`src/rtl/wdt_pkg.sv`:
```
package wdt_pkg;
  // Register map; the kick location carries the refresh and clear bits.
  typedef enum logic [1:0] {
    REG_CTRL   = 2'd0,
    REG_WIN    = 2'd1,
    REG_RELOAD = 2'd2,
    REG_KICK   = 2'd3
  } wdt_reg_e;

  localparam int unsigned KICK_REFRESH_BIT = 0;
  localparam int unsigned KICK_CLEAR_BIT   = 1;
  localparam int unsigned CTRL_EN_BIT      = 0;
  localparam int unsigned CTRL_SEL_LSB     = 1;
endpackage

```
`src/rtl/wdt_rst_sync.sv`:
```
module wdt_rst_sync (
  input  logic clk,
  input  logic rst_n,
  output logic rst_n_s
);
  logic [1:0] sync_q;

  always_ff @(posedge clk or negedge rst_n) begin
    if (!rst_n) sync_q <= 2'b00;
    else        sync_q <= {sync_q[0], 1'b1};
  end

  assign rst_n_s = sync_q[1];
endmodule

```
`src/rtl/wdt_prescaler.sv`:
```
module wdt_prescaler #(
  parameter int unsigned SEL_W = 2
) (
  input  logic             clk,
  input  logic             rst_n,
  input  logic             run,
  input  logic             restart,
  input  logic [SEL_W-1:0] sel,
  output logic             tick
);
  localparam int unsigned DIV_W = (1 << SEL_W) - 1;

  logic [DIV_W-1:0] div_q, div_d;
  logic [DIV_W:0]   one_hot;
  logic [DIV_W-1:0] mask;

  always_comb begin
    one_hot = (DIV_W+1)'(1) << sel;
    mask    = one_hot[DIV_W-1:0] - DIV_W'(1);
    tick    = run && ((div_q & mask) == mask);
    if (!run || restart) div_d = '0;
    else                 div_d = div_q + DIV_W'(1);
  end

  always_ff @(posedge clk or negedge rst_n) begin
    if (!rst_n) div_q <= '0;
    else        div_q <= div_d;
  end
endmodule

```
`src/rtl/wdt_counter.sv`:
```
module wdt_counter #(
  parameter int unsigned CNT_W = 7
) (
  input  logic             clk,
  input  logic             rst_n,
  input  logic             en,
  input  logic             tick,
  input  logic             refresh,
  input  logic [CNT_W-1:0] win,
  input  logic [CNT_W-1:0] rel,
  output logic [CNT_W-1:0] cnt,
  output logic             refresh_ok,
  output logic             trip,
  output logic             at_one
);
  localparam logic [CNT_W-1:0] CNT_MAX = '1;

  logic [CNT_W-1:0] cnt_q, cnt_d;
  logic             early, expire;

  always_comb begin
    early      = refresh && (cnt_q > win);
    refresh_ok = refresh && !early;
    expire     = en && tick && (cnt_q == '0) && !refresh;
    trip       = early || expire;
    at_one     = en && (cnt_q == CNT_W'(1));
    if (trip)            cnt_d = CNT_MAX;
    else if (refresh_ok) cnt_d = rel;
    else if (en && tick) cnt_d = cnt_q - CNT_W'(1);
    else                 cnt_d = cnt_q;
  end

  always_ff @(posedge clk or negedge rst_n) begin
    if (!rst_n) cnt_q <= CNT_MAX;
    else        cnt_q <= cnt_d;
  end

  assign cnt = cnt_q;
endmodule

```
`src/rtl/wdt_warn.sv`:
```
module wdt_warn (
  input  logic clk,
  input  logic rst_n,
  input  logic at_one,
  input  logic clear,
  input  logic trip,
  output logic flag
);
  logic flag_q, flag_d;

  always_comb begin
    if (trip)        flag_d = 1'b0;
    else if (at_one) flag_d = 1'b1;
    else if (clear)  flag_d = 1'b0;
    else             flag_d = flag_q;
  end

  always_ff @(posedge clk or negedge rst_n) begin
    if (!rst_n) flag_q <= 1'b0;
    else        flag_q <= flag_d;
  end

  assign flag = flag_q;
endmodule

```
`src/rtl/win_watchdog.sv`:
```
module win_watchdog #(
  parameter int unsigned CNT_W = 7,
  parameter int unsigned SEL_W = 2
) (
  input  logic             clk,
  input  logic             rst_n,
  input  logic             wr_en,
  input  logic [1:0]       wr_addr,
  input  logic [CNT_W-1:0] wr_data,
  output logic [CNT_W-1:0] count_o,
  output logic             warn_irq,
  output logic             rst_req
);
  import wdt_pkg::*;

  localparam logic [CNT_W-1:0] CFG_MAX = '1;

  logic             rst_n_s;
  logic             en_q, en_d;
  logic [SEL_W-1:0] sel_q, sel_d;
  logic [CNT_W-1:0] win_q, win_d, rel_q, rel_d;
  logic             rst_req_q;
  logic             tick, refresh, refresh_ok, trip, at_one, clr_wr;
  logic             ctrl_wr, win_wr, rel_wr, kick_wr;
  logic [CNT_W-1:0] cnt_q;

  wdt_rst_sync u_rst_sync (.clk(clk), .rst_n(rst_n), .rst_n_s(rst_n_s));

  always_comb begin
    ctrl_wr = wr_en && (wr_addr == REG_CTRL);
    win_wr  = wr_en && (wr_addr == REG_WIN);
    rel_wr  = wr_en && (wr_addr == REG_RELOAD);
    kick_wr = wr_en && (wr_addr == REG_KICK);
    refresh = kick_wr && wr_data[KICK_REFRESH_BIT] && en_q;
    clr_wr  = kick_wr && wr_data[KICK_CLEAR_BIT];
  end

  wdt_prescaler #(.SEL_W(SEL_W)) u_pre (
    .clk(clk), .rst_n(rst_n_s), .run(en_q),
    .restart(refresh_ok || trip), .sel(sel_q), .tick(tick)
  );

  wdt_counter #(.CNT_W(CNT_W)) u_cnt (
    .clk(clk), .rst_n(rst_n_s), .en(en_q), .tick(tick), .refresh(refresh),
    .win(win_q), .rel(rel_q), .cnt(cnt_q), .refresh_ok(refresh_ok),
    .trip(trip), .at_one(at_one)
  );

  wdt_warn u_warn (
    .clk(clk), .rst_n(rst_n_s), .at_one(at_one), .clear(clr_wr),
    .trip(trip), .flag(warn_irq)
  );

  // Configuration next state: a trip restores power-on values.
  always_comb begin
    en_d  = en_q;
    sel_d = sel_q;
    win_d = win_q;
    rel_d = rel_q;
    if (trip) begin
      en_d  = 1'b0;
      sel_d = '0;
      win_d = CFG_MAX;
      rel_d = CFG_MAX;
    end else begin
      if (ctrl_wr) begin
        en_d  = en_q | wr_data[CTRL_EN_BIT];
        sel_d = wr_data[CTRL_SEL_LSB +: SEL_W];
      end
      if (win_wr) win_d = wr_data;
      if (rel_wr) rel_d = wr_data;
    end
  end

  always_ff @(posedge clk or negedge rst_n_s) begin
    if (!rst_n_s) begin
      en_q      <= 1'b0;
      sel_q     <= '0;
      win_q     <= CFG_MAX;
      rel_q     <= CFG_MAX;
      rst_req_q <= 1'b0;
    end else begin
      en_q      <= en_d;
      sel_q     <= sel_d;
      win_q     <= win_d;
      rel_q     <= rel_d;
      rst_req_q <= trip;
    end
  end

  assign count_o = cnt_q;
  assign rst_req = rst_req_q;
endmodule

```
`config.mk`:
```
export PLATFORM = sky130hd
export DESIGN_NAME = win_watchdog
export DESIGN_NICKNAME = d
export VERILOG_FILES = /design/src/rtl/wdt_pkg.sv /design/src/rtl/wdt_rst_sync.sv /design/src/rtl/wdt_prescaler.sv /design/src/rtl/wdt_counter.sv /design/src/rtl/wdt_warn.sv /design/src/rtl/win_watchdog.sv
export SDC_FILE = /design/constraint.sdc
export NUM_CORES = 1
export LEC_CHECK = 0
export CORE_MARGIN = 1
export CORE_UTILIZATION = 35
export DETAILED_ROUTE_END_ITERATION = 12
export SLEW_MARGIN = 30
export SYNTH_ARGS = -nofsm -noshare
export SYNTH_HDL_FRONTEND = slang
export SYNTH_SLANG_ARGS = --single-unit
export TNS_END_PERCENT = 20
```
`constraint.sdc`:
```
create_clock -name clk -period 0.94 [get_ports clk]
set_clock_uncertainty 0.15 [all_clocks]
set_input_delay 0.141 -clock clk [delete_from_list [all_inputs] [get_ports clk]]
set_output_delay 0.141 -clock clk [all_outputs]
set_load 0.03 [all_outputs]
```
Word-level counts from Yosys, hierarchy flattened. Index checks and enable logic that the tools add are counted.

Register bits after elaboration: 31. Word-level logic and storage cells: 63. Input port bits: 12. Output and inout port bits: 9.

Bitwise logic cells: 2. Equality and inequality tests: 5. Magnitude comparators: 1. Shifts and indexed selects: 1. Multiplexer cells: 15. Reductions and logical operators: 27. Add/sub/neg operators: 3.

Operators with widths (count): two-way mux 7 bit (7); logical AND 1 bit (14); == test 7 x 1 -> 1 bit (second input constant) (1); greater-than comparator 7 bit (1); zero test 7 bit (1); subtractor 7 x 1 -> 7 bit (second input constant) (1); nonzero test 2 bit (3); nonzero test 3 bit (2); two-way mux 1 bit (5); == test 2 bit (second input constant) (2); two-way mux 2 bit (2); adder 3 x 1 -> 3 bit (second input constant) (1); AND 3 bit (1); == test 3 bit (1); zero test 1 bit (3); logical OR 1 bit (3); two-way mux 3 bit (1); left shift 1 x 2 -> 3 bit (first input constant) (1); subtractor 3 x 1 -> 3 bit (second input constant) (1); == test 2 x 1 -> 1 bit (second input constant) (1); zero test 2 bit (1); bitwise OR 1 bit (1).

Longest topological paths before layout. Gate-level depths: netlist (run 1).

Depth after elaboration: 12. Gate-level depth with buffers: 8. Mapped depth without buffers: 8.

Modules after synthesis. From an unflattened synthesis (run 1), not the netlist that was laid out.

Cells, all modules: 183. Area, all modules: 1773.0 um2.

By module, submodules not included: win_watchdog (cells each 76, area an instance 837.1 um2, times used 1, seq. area each 467.9 um2); wdt_counter (cells each 85, area an instance 698.2 um2, times used 1, seq. area each 183.9 um2); wdt_prescaler (cells each 15, area an instance 140.1 um2, times used 1, seq. area each 75.1 um2); wdt_rst_sync (cells each 3, area an instance 53.8 um2, times used 1, seq. area each 50.0 um2); wdt_warn (cells each 4, area an instance 43.8 um2, times used 1, seq. area each 25.0 um2).

Worst setup path after synthesis (run 1). No wires, ideal clock.

Path kind: register to register. From: reg u_cnt.cnt_q[2] (netlist: u_cnt.cnt[2]). To: reg u_cnt.cnt_q[4] (netlist: u_cnt.cnt[4]). Buffers on the path: 0. Data required time: 0.710 ns. Stages on the path, launching flop included: 7. Arrival time: 1.782 ns. Path slack: -1.072 ns. Cell sequence: dfstp_2 ha_1 a21oi_1 a21oi_1 o22ai_1 nand2_1 o221a_2.

Longest elaborated chain between the ends: 6.

RTL lines: start: declaration (RTL line wdt_counter.sv:18) `logic [CNT_W-1:0] cnt_q, cnt_d;`; start signal: assignment (RTL line wdt_counter.sv:35) `else cnt_q <= cnt_d;`; greater-than comparator 7 bit (RTL line wdt_counter.sv:22) `early = refresh && (cnt_q > win);`; logical AND 1 bit (RTL line wdt_counter.sv:22); zero test 1 bit (RTL line wdt_counter.sv:23) `refresh_ok = refresh && !early;`; logical AND 1 bit (RTL line wdt_counter.sv:23); two-way mux 7 bit (RTL line wdt_counter.sv:28) `else if (refresh_ok) cnt_d = rel;`; two-way mux 7 bit (RTL line wdt_counter.sv:27) `if (trip) cnt_d = CNT_MAX;`.

Parallel ways exist; a longest one is shown, timed or not. The select of a mux whose other input is x is not followed. A chain may end at the register's enable or synchronous reset.

Worst setup path in the final report (run 1).
From: reg win_q[6]. To: reg rel_q[2].

Longest elaborated chain between the ends: 4.

RTL lines: start: declaration (RTL line win_watchdog.sv:21) `logic [CNT_W-1:0] win_q, win_d, rel_q, rel_d;`; start signal: assignment (RTL line win_watchdog.sv:85) `win_q <= win_d;`; greater-than comparator 7 bit * (RTL line wdt_counter.sv:22); logical AND 1 bit * (RTL line wdt_counter.sv:22); logical OR 1 bit * (RTL line wdt_counter.sv:25) `trip = early || expire;`; two-way mux 7 bit or nonzero test 2 bit (tied branches); end signal: assignment (RTL line win_watchdog.sv:86) `rel_q <= rel_d;`; end: declaration (RTL line win_watchdog.sv:21).

Mark *: on every way between the ends. The rest lies on a longest branch, timed or not.

==> results by group, run 1 <==
Die
  – I/O pins: 21
  – Chip Width: 71.4 um
  – Full die area: 5100 um2
  – Die Ht: 71.4 um
  – Site Rows: 24
  – Core region area: 4500 um2
  – Starting Density: 0.375

GRT
  – Remaining global-route overflow: 0
  – Initial antenna violation count: 0
  – First-pass GRT wire length: 7160 um
  – Number of global-route vias before repair: 1543
  – Largest net degree at the start of global routing: 30
  – Gr usage total: 0.186

Critical path
  – Max stage delay on crit path: 0.53 ns
  – Delay-heaviest family, CP: flip-flops
  – CP required: 1.01 ns
  – R2r endpoint: rel_q[2]$_DFFE_PN1P_
  – CP bufs+invs: 2
  – Startpoint Class: register
  – R2R Setup Slk: -1.03 ns
  – Slowest CP cell: dfstp_2
  – Crit end category: register
  – Worst setup path category: reg2reg
  – CP Max Fanout: 10
  – R2r worst-path depth: 8
  – Worst path arrival time: 2.04 ns
  – Critical Path Start: win_q[6]$_DFFE_PN1P_
  – Reg2Reg Launch Point: win_q[6]$_DFFE_PN1P_
  – Crit-path cells: inv_2 -> ha_4 -> nand4_1 -> a21oi_2 -> o22ai_2 -> mux2_4 -> buf_12 -> nand2_1

Clocking
  – Clk root buf: clkbuf_8
  – Skew-Pair Late Insertion Delay: 0.28 ns
  – H-tree depth reported by CTS: 2
  – CTS clk-pin slew, worst paths: 0.07 ns
  – Clock Sinks: 31
  – Maximum root-to-sink buffer count: 2
  – CTS tree: done
  – Number of buffers created by CTS: 5

Layout
  – Most common cell after layout, fill and taps aside: buf_4
  – Fillers: 390
  – Area growth syn-to-layout: 50.0%
  – Finished Layout Cells: 293
  – # diodes: 0
  – Final Net Count: 263
  – Fin area: 2530 um2
  – Commonest cells after routing, fill and taps aside: buf_4, nand2_1, dfstp_2
  – Share of post-route cells with drive strength above 1: 0.456
  – Finished Core Util: 0.562

Synth
  – Synth Net Count: 195
  – Seq/Total Area, Yosys: 0.475
  – Synthesized area per cell: 9.81 um2
  – Post-synthesis sequential element count: 31
  – Yosys warning total: 0
  – Synthesized area: 1690 um2
  – Cell count after synthesis: 172
  – Synth area leader: dfstp_2
  – Post-synth top area share: 0.327
  – Cell variety after synth: 38
  – Synth area leaders: dfstp_2, dfrtp_1, ha_1

Power and ir drop
  – Pleak: 0.00118 uW
  – VDD IR max: 1280 uV
  – PwrDens: 2820 nW/um2
  – Overall power: 7150 uW

Place
  – Placed inst area: 2300 um2
  – Placer Congestion: 0.866
  – Placed Cells: 282
  – DP Wirelength: 3210 um
  – Number of port buffers: 20

STA
  – Fmax: 508 MHz
  – Final count of hold timing violations: 0
  – Final slew viol count: 0
  – Hold slack: 0.0689 ns
  – Period utilization: 2.09
  – Final WS setup: -1.03 ns
  – RSZ-0062 raised after global routing: yes
  – Fin crit period: 1.97 ns
  – Final setup violation count: 38

Job
  – Max Cap Viol: 0

Drt
  – Final WL: 4150 um
  – Vias: 1461
  – DRT iter0 DRCs: 50
  – Routed len/inst: 14.2 um
  – Antenna Nets Post-Route: 0
  – Via density: 4.99
  – DRT Pass-1 Iters: 4
  – Residual DRC count: 0

Outcome
  – Status: complete, but fails checks
  – Failing checks: setup timing

Min path
  – Class of the worst hold path: reg2async
[report_power, final]
part	internal [uW]	switching [uW]	leakage, uW
clock	589	475	0.0000482
sequential	2010	353	0.000345
combinational	1900	1830	0.000782
[cells by family after synthesis]
kind of cell	after synthesis	share of synthesized area
flops	31	0.475
other cells	1	0.00222
simple gates	66	0.188
xor+xnor	1	0.00519
compound gates	36	0.142
buf+inv	15	0.0385
mux	11	0.0682
fa+ha+maj	11	0.0815
[metal layers]
metal  track usage  wire length, um
met1         0.240             1970
met2         0.301             1980
met3        0.0408              123
met4        0.0844               78
met5             0                0
[registers in the layout, indices dropped and copies added (netlist names)]
| register | count |
|---|---|
| u_pre.div_q | 3 |
| u_warn.flag | 1 |
| u_rst_sync.sync_q | 2 |
| u_cnt.cnt | 7 |
| sel_q | 2 |
| rel_q | 7 |
| rst_req | 1 |
| en_q | 1 |
| win_q | 7 |
[per-stage QoR]
stage	setup slack, ns	TNS [ns]
after global placement	-1.02	-28.08
after CTS	-1.05	-30.99
after detailed placement	-1.05	-29.41
final	-1.03	-30.72
after floorplan	-1.01	-27.80
after global routing	-1.13	-33.85
[synth_stat cells (all sizes together)]
cell	n
clkbuf	1
a211o	1
buf	3
nand3b	3
inv	11
dfrtp	10
o32a	1
o221a	1
o211a	2
conb	1
ha	11
and3	3
xnor2	1
nor3b	1
o22ai	1
mux2i	10
nor2	15
and2	1
dfstp	21
nand2	27
a211oi	1
a21oi	7
nor2b	1
o21ai	16
nor3	3
a2bb2oi	2
nand4	6
mux2	1
a32oi	1
o21a	3
nand3	6
[layout make-up]
class                           count  area (um2)  share of cell area
Clock buffer                        7        86.3              0.0341
Multi-Input combinational cell    126         923               0.365
Clock inverter                      1        5.00             0.00198
Inverter                           11        43.8              0.0173
Tap cell                           52        65.1              0.0257
Sequential cell                    31         802               0.317
Timing Repair Buffer               65         607               0.240
[worst max-delay path by stage]
stage                          endpoint  slack (ns)  cells after the start
2_1_floorplan      rel_q[6]$_DFFE_PN1P_       -1.01                      8
3_3_place_gp       sel_q[1]$_DFFE_PN0P_       -1.02                      8
3_5_place_dp   u_cnt.cnt[4]$_DFFE_PN1P_       -1.05                      7
4_1_cts            rel_q[2]$_DFFE_PN1P_       -1.05                      8
5_1_grt            rel_q[2]$_DFFE_PN1P_       -1.13                      8
6_report           rel_q[2]$_DFFE_PN1P_       -1.03                      8
[timing repair]
action                                  in CTS  in global routing
endpoints found under the setup margin      38                 38
hold buffers                                 1                  0
pin swaps                                    6                  1
setup buffers                                1                  1
hold endpoints to repair                     2                  0
gates resized for setup                     30                  3
Note: power is estimated with default switching activity, not from simulation.
==> inputs of run 2 (changes only) <==
clock period = 2.3 ns   (was 0.94 ns; I/O delays follow)
==> run 2 against run 1 <==
Compared with the run above:
- the flow now finishes without violations
- clock-buffer cell count is 1 higher
- final area is 19% lower
- utilization is 11 points lower
- worst hold slack worse by 0.020 ns
- critical path type unchanged
- largest cell class unchanged
==> results by group, run 2 (synthesized netlist as in run 1, its figures left out) <==
Critical path
  – R2r worst-path depth: 7 (-1)
  – R2r endpoint: en_q$_DFFE_PN0P_
  – Worst setup path category: reg2reg
  – Critical Path Start: u_cnt.cnt[4]$_DFFE_PN1P_
  – CP required: 2.36 ns (+1.35 ns)
  – Worst path arrival time: 2.18 ns (+0.14 ns)
  – Crit end category: register
  – CP Max Fanout: 15 (+5)
  – R2R Setup Slk: 0.17 ns (+1.20 ns)
  – Startpoint Class: register
  – Reg2Reg Launch Point: u_cnt.cnt[4]$_DFFE_PN1P_

STA
  – Setup TNS: 0 ns (+30.72 ns)
  – Fin crit period: 2.13 ns (+0.160 ns)
  – Final count of hold timing violations: 0 (unchanged)
  – RSZ-0062 raised after global routing: no
  – Final setup violation count: 0 (-100%)
  – Fmax: 470 MHz (-7.5%)
  – Period utilization: 0.926 (-1.17)
  – Worst Tran Pin Value: 0.546 ns
  – Max_slew headroom: 0.636
  – Final slew viol count: 0 (unchanged)

GRT
  – Number of global-route vias before repair: 1331 (-14%)
  – Remaining global-route overflow: 0 (unchanged)
  – First-pass GRT wire length: 6400 um (-11%)
  – Largest net degree at the start of global routing: 19 (-37%)
  – Initial antenna violation count: 0 (unchanged)
  – Gr usage total: 0.168 (-0.0180)

Clocking
  – CTS clk-pin slew, worst paths: 0.07 ns (about the same)
  – Number of buffers created by CTS: 5 (unchanged)
  – Setup bufs post-CTS: 0 (-1)
  – Skew-Pair Late Insertion Delay: 0.28 ns (about the same)
  – CTS tree: done
  – Cts hold-fix bufs: 0 (-1)
  – Maximum root-to-sink buffer count: 2 (unchanged)
  – H-tree depth reported by CTS: 2 (unchanged)
  – Clk root buf: clkbuf_8
  – PostCTS Resize Cnt: 0 (-100%)
  – Clock Sinks: 31 (unchanged)

Drt
  – DRT iter0 DRCs: 190 (+280%)
  – Antenna Nets Post-Route: 0 (unchanged)
  – DRT Pass-1 Iters: 4 (unchanged)
  – Via density: 5.33 (+6.8%)
  – Residual DRC count: 0 (unchanged)
  – Routed len/inst: 15.2 um (+7.5%)
  – Vias: 1337 (-8.5%)
  – Final WL: 3820 um (-7.9%)

Power and ir drop
  – Overall power: 2450 uW (-66%)
  – VDD IR max: 472 uV (-63%)
  – Pleak: 0.000940 uW (-20%)
  – PwrDens: 1200 nW/um2 (-58%)

Place
  – DP Wirelength: 2920 um (-9.0%)
  – Placer Congestion: 0.857 (-0.98%)
  – Number of port buffers: 20 (unchanged)

Layout
  – Commonest cells after routing, fill and taps aside: nand2_1, dfstp_2, clkdlybuf4s50_1
  – Final Net Count: 221 (-16%)
  – Reg area: 802 um2 (unchanged)
  – Fillers: 422 (+8.2%)
  – # diodes: 0 (unchanged)
  – Most common cell after layout, fill and taps aside: nand2_1
  – Share of post-route cells with drive strength above 1: 0.191 (-0.265)
  – Multi-input logic area: 821 um2 (-11%)
  – Area growth syn-to-layout: 21.6%

Die
  – Die Ht: 71.4 um (unchanged)
  – Starting Density: 0.375 (unchanged)
  – Chip Width: 71.4 um (unchanged)
  – I/O pins: 21 (unchanged)
  – Core region area: 4500 um2 (unchanged)
  – Site Rows: 24 (unchanged)
  – Full die area: 5100 um2 (unchanged)

Outcome
  – Status: complete, no violations

Job
  – Max Cap Viol: 0 (unchanged)

Min path
  – Class of the worst hold path: reg2async
==> run 2: cell count changes in the layout (fill, tap and decap cells not counted), moves of 2 or more <==
cell	change
buf_4	-31
buf_6	-17
clkdlybuf4s50_1	+9
ha_1	+6
a21oi_1	+5
a21oi_2	-5
inv_1	+5
ha_4	-4
inv_2	-4
nor2_1	+4
nor2_2	-4
buf_12	-2
ha_2	-2
==> run 2: worst max-delay path by stage <==
| stage | to | slack (ns) | depth (start not counted) |
|---|---|---|---|
| finish | en_q$_DFFE_PN0P_ | 0.17 | 7 |
| global route | u_warn.flag$_DFFE_PN0P_ | 0.05 | 8 |
| CTS | u_warn.flag$_DFFE_PN0P_ | 0.18 | 8 |
| detailed placement | en_q$_DFFE_PN0P_ | 0.15 | 6 |
| global placement | sel_q[0]$_DFFE_PN0P_ | 0.18 | 6 |
| floorplan | u_cnt.cnt[4]$_DFFE_PN1P_ | 0.29 | 6 |
==> run 2: per-stage QoR <==
step / hold WS [ns] / std cells / utilization / area, um2 / setup slack (ns)
after floorplan: -0.101 / 172 / - / 1690 / 0.288
after global placement: 0.0590 / 243 / 0.433 / 1950 / 0.185
after detailed placement: 0.0681 / 243 / 0.433 / 1950 / 0.150
after CTS: 0.0637 / 251 / 0.456 / 2050 / 0.178
after global routing: 0.0692 / 251 / 0.456 / 2050 / 0.0494
final: 0.0491 / 251 / 0.456 / 2050 / 0.171
==> run 2: area by class of cell <==
type,instances,area share
inverter,11,0.0201
clock buffer,8,0.0488
multi-input combinational,126,0.400
tap,52,0.0317
timing repair buffer,23,0.109
sequential,31,0.391
==> run 2: critical path, stage by stage, from the launching register on <==
cell and delay (ns):
dfstp_2 0.60, ha_1 0.26, a21oi_1 0.16, o21ai_0 0.10
o22ai_1 0.24, mux2_4 0.31, inv_2 0.09, nor2_1 0.13
==> run 2: metal layers <==
layer / wire length (um) / GRT usage
met4: 103 / 0.0844
met2: 1770 / 0.263
met3: 146 / 0.0352
met1: 1800 / 0.221
met5: 0 / 0
==> run 2: power breakdown <==
part | switching, uW | internal [uW]
clock | 196 | 273
combinational | 548 | 413
sequential | 202 | 822
==> inputs of run 3 (changes only) <==
ABC_CLOCK_PERIOD_IN_PS = 2300   (was not set)
==> results of run 3 <==
The final DEF is identical to that of run 2; final timing and power are the same.
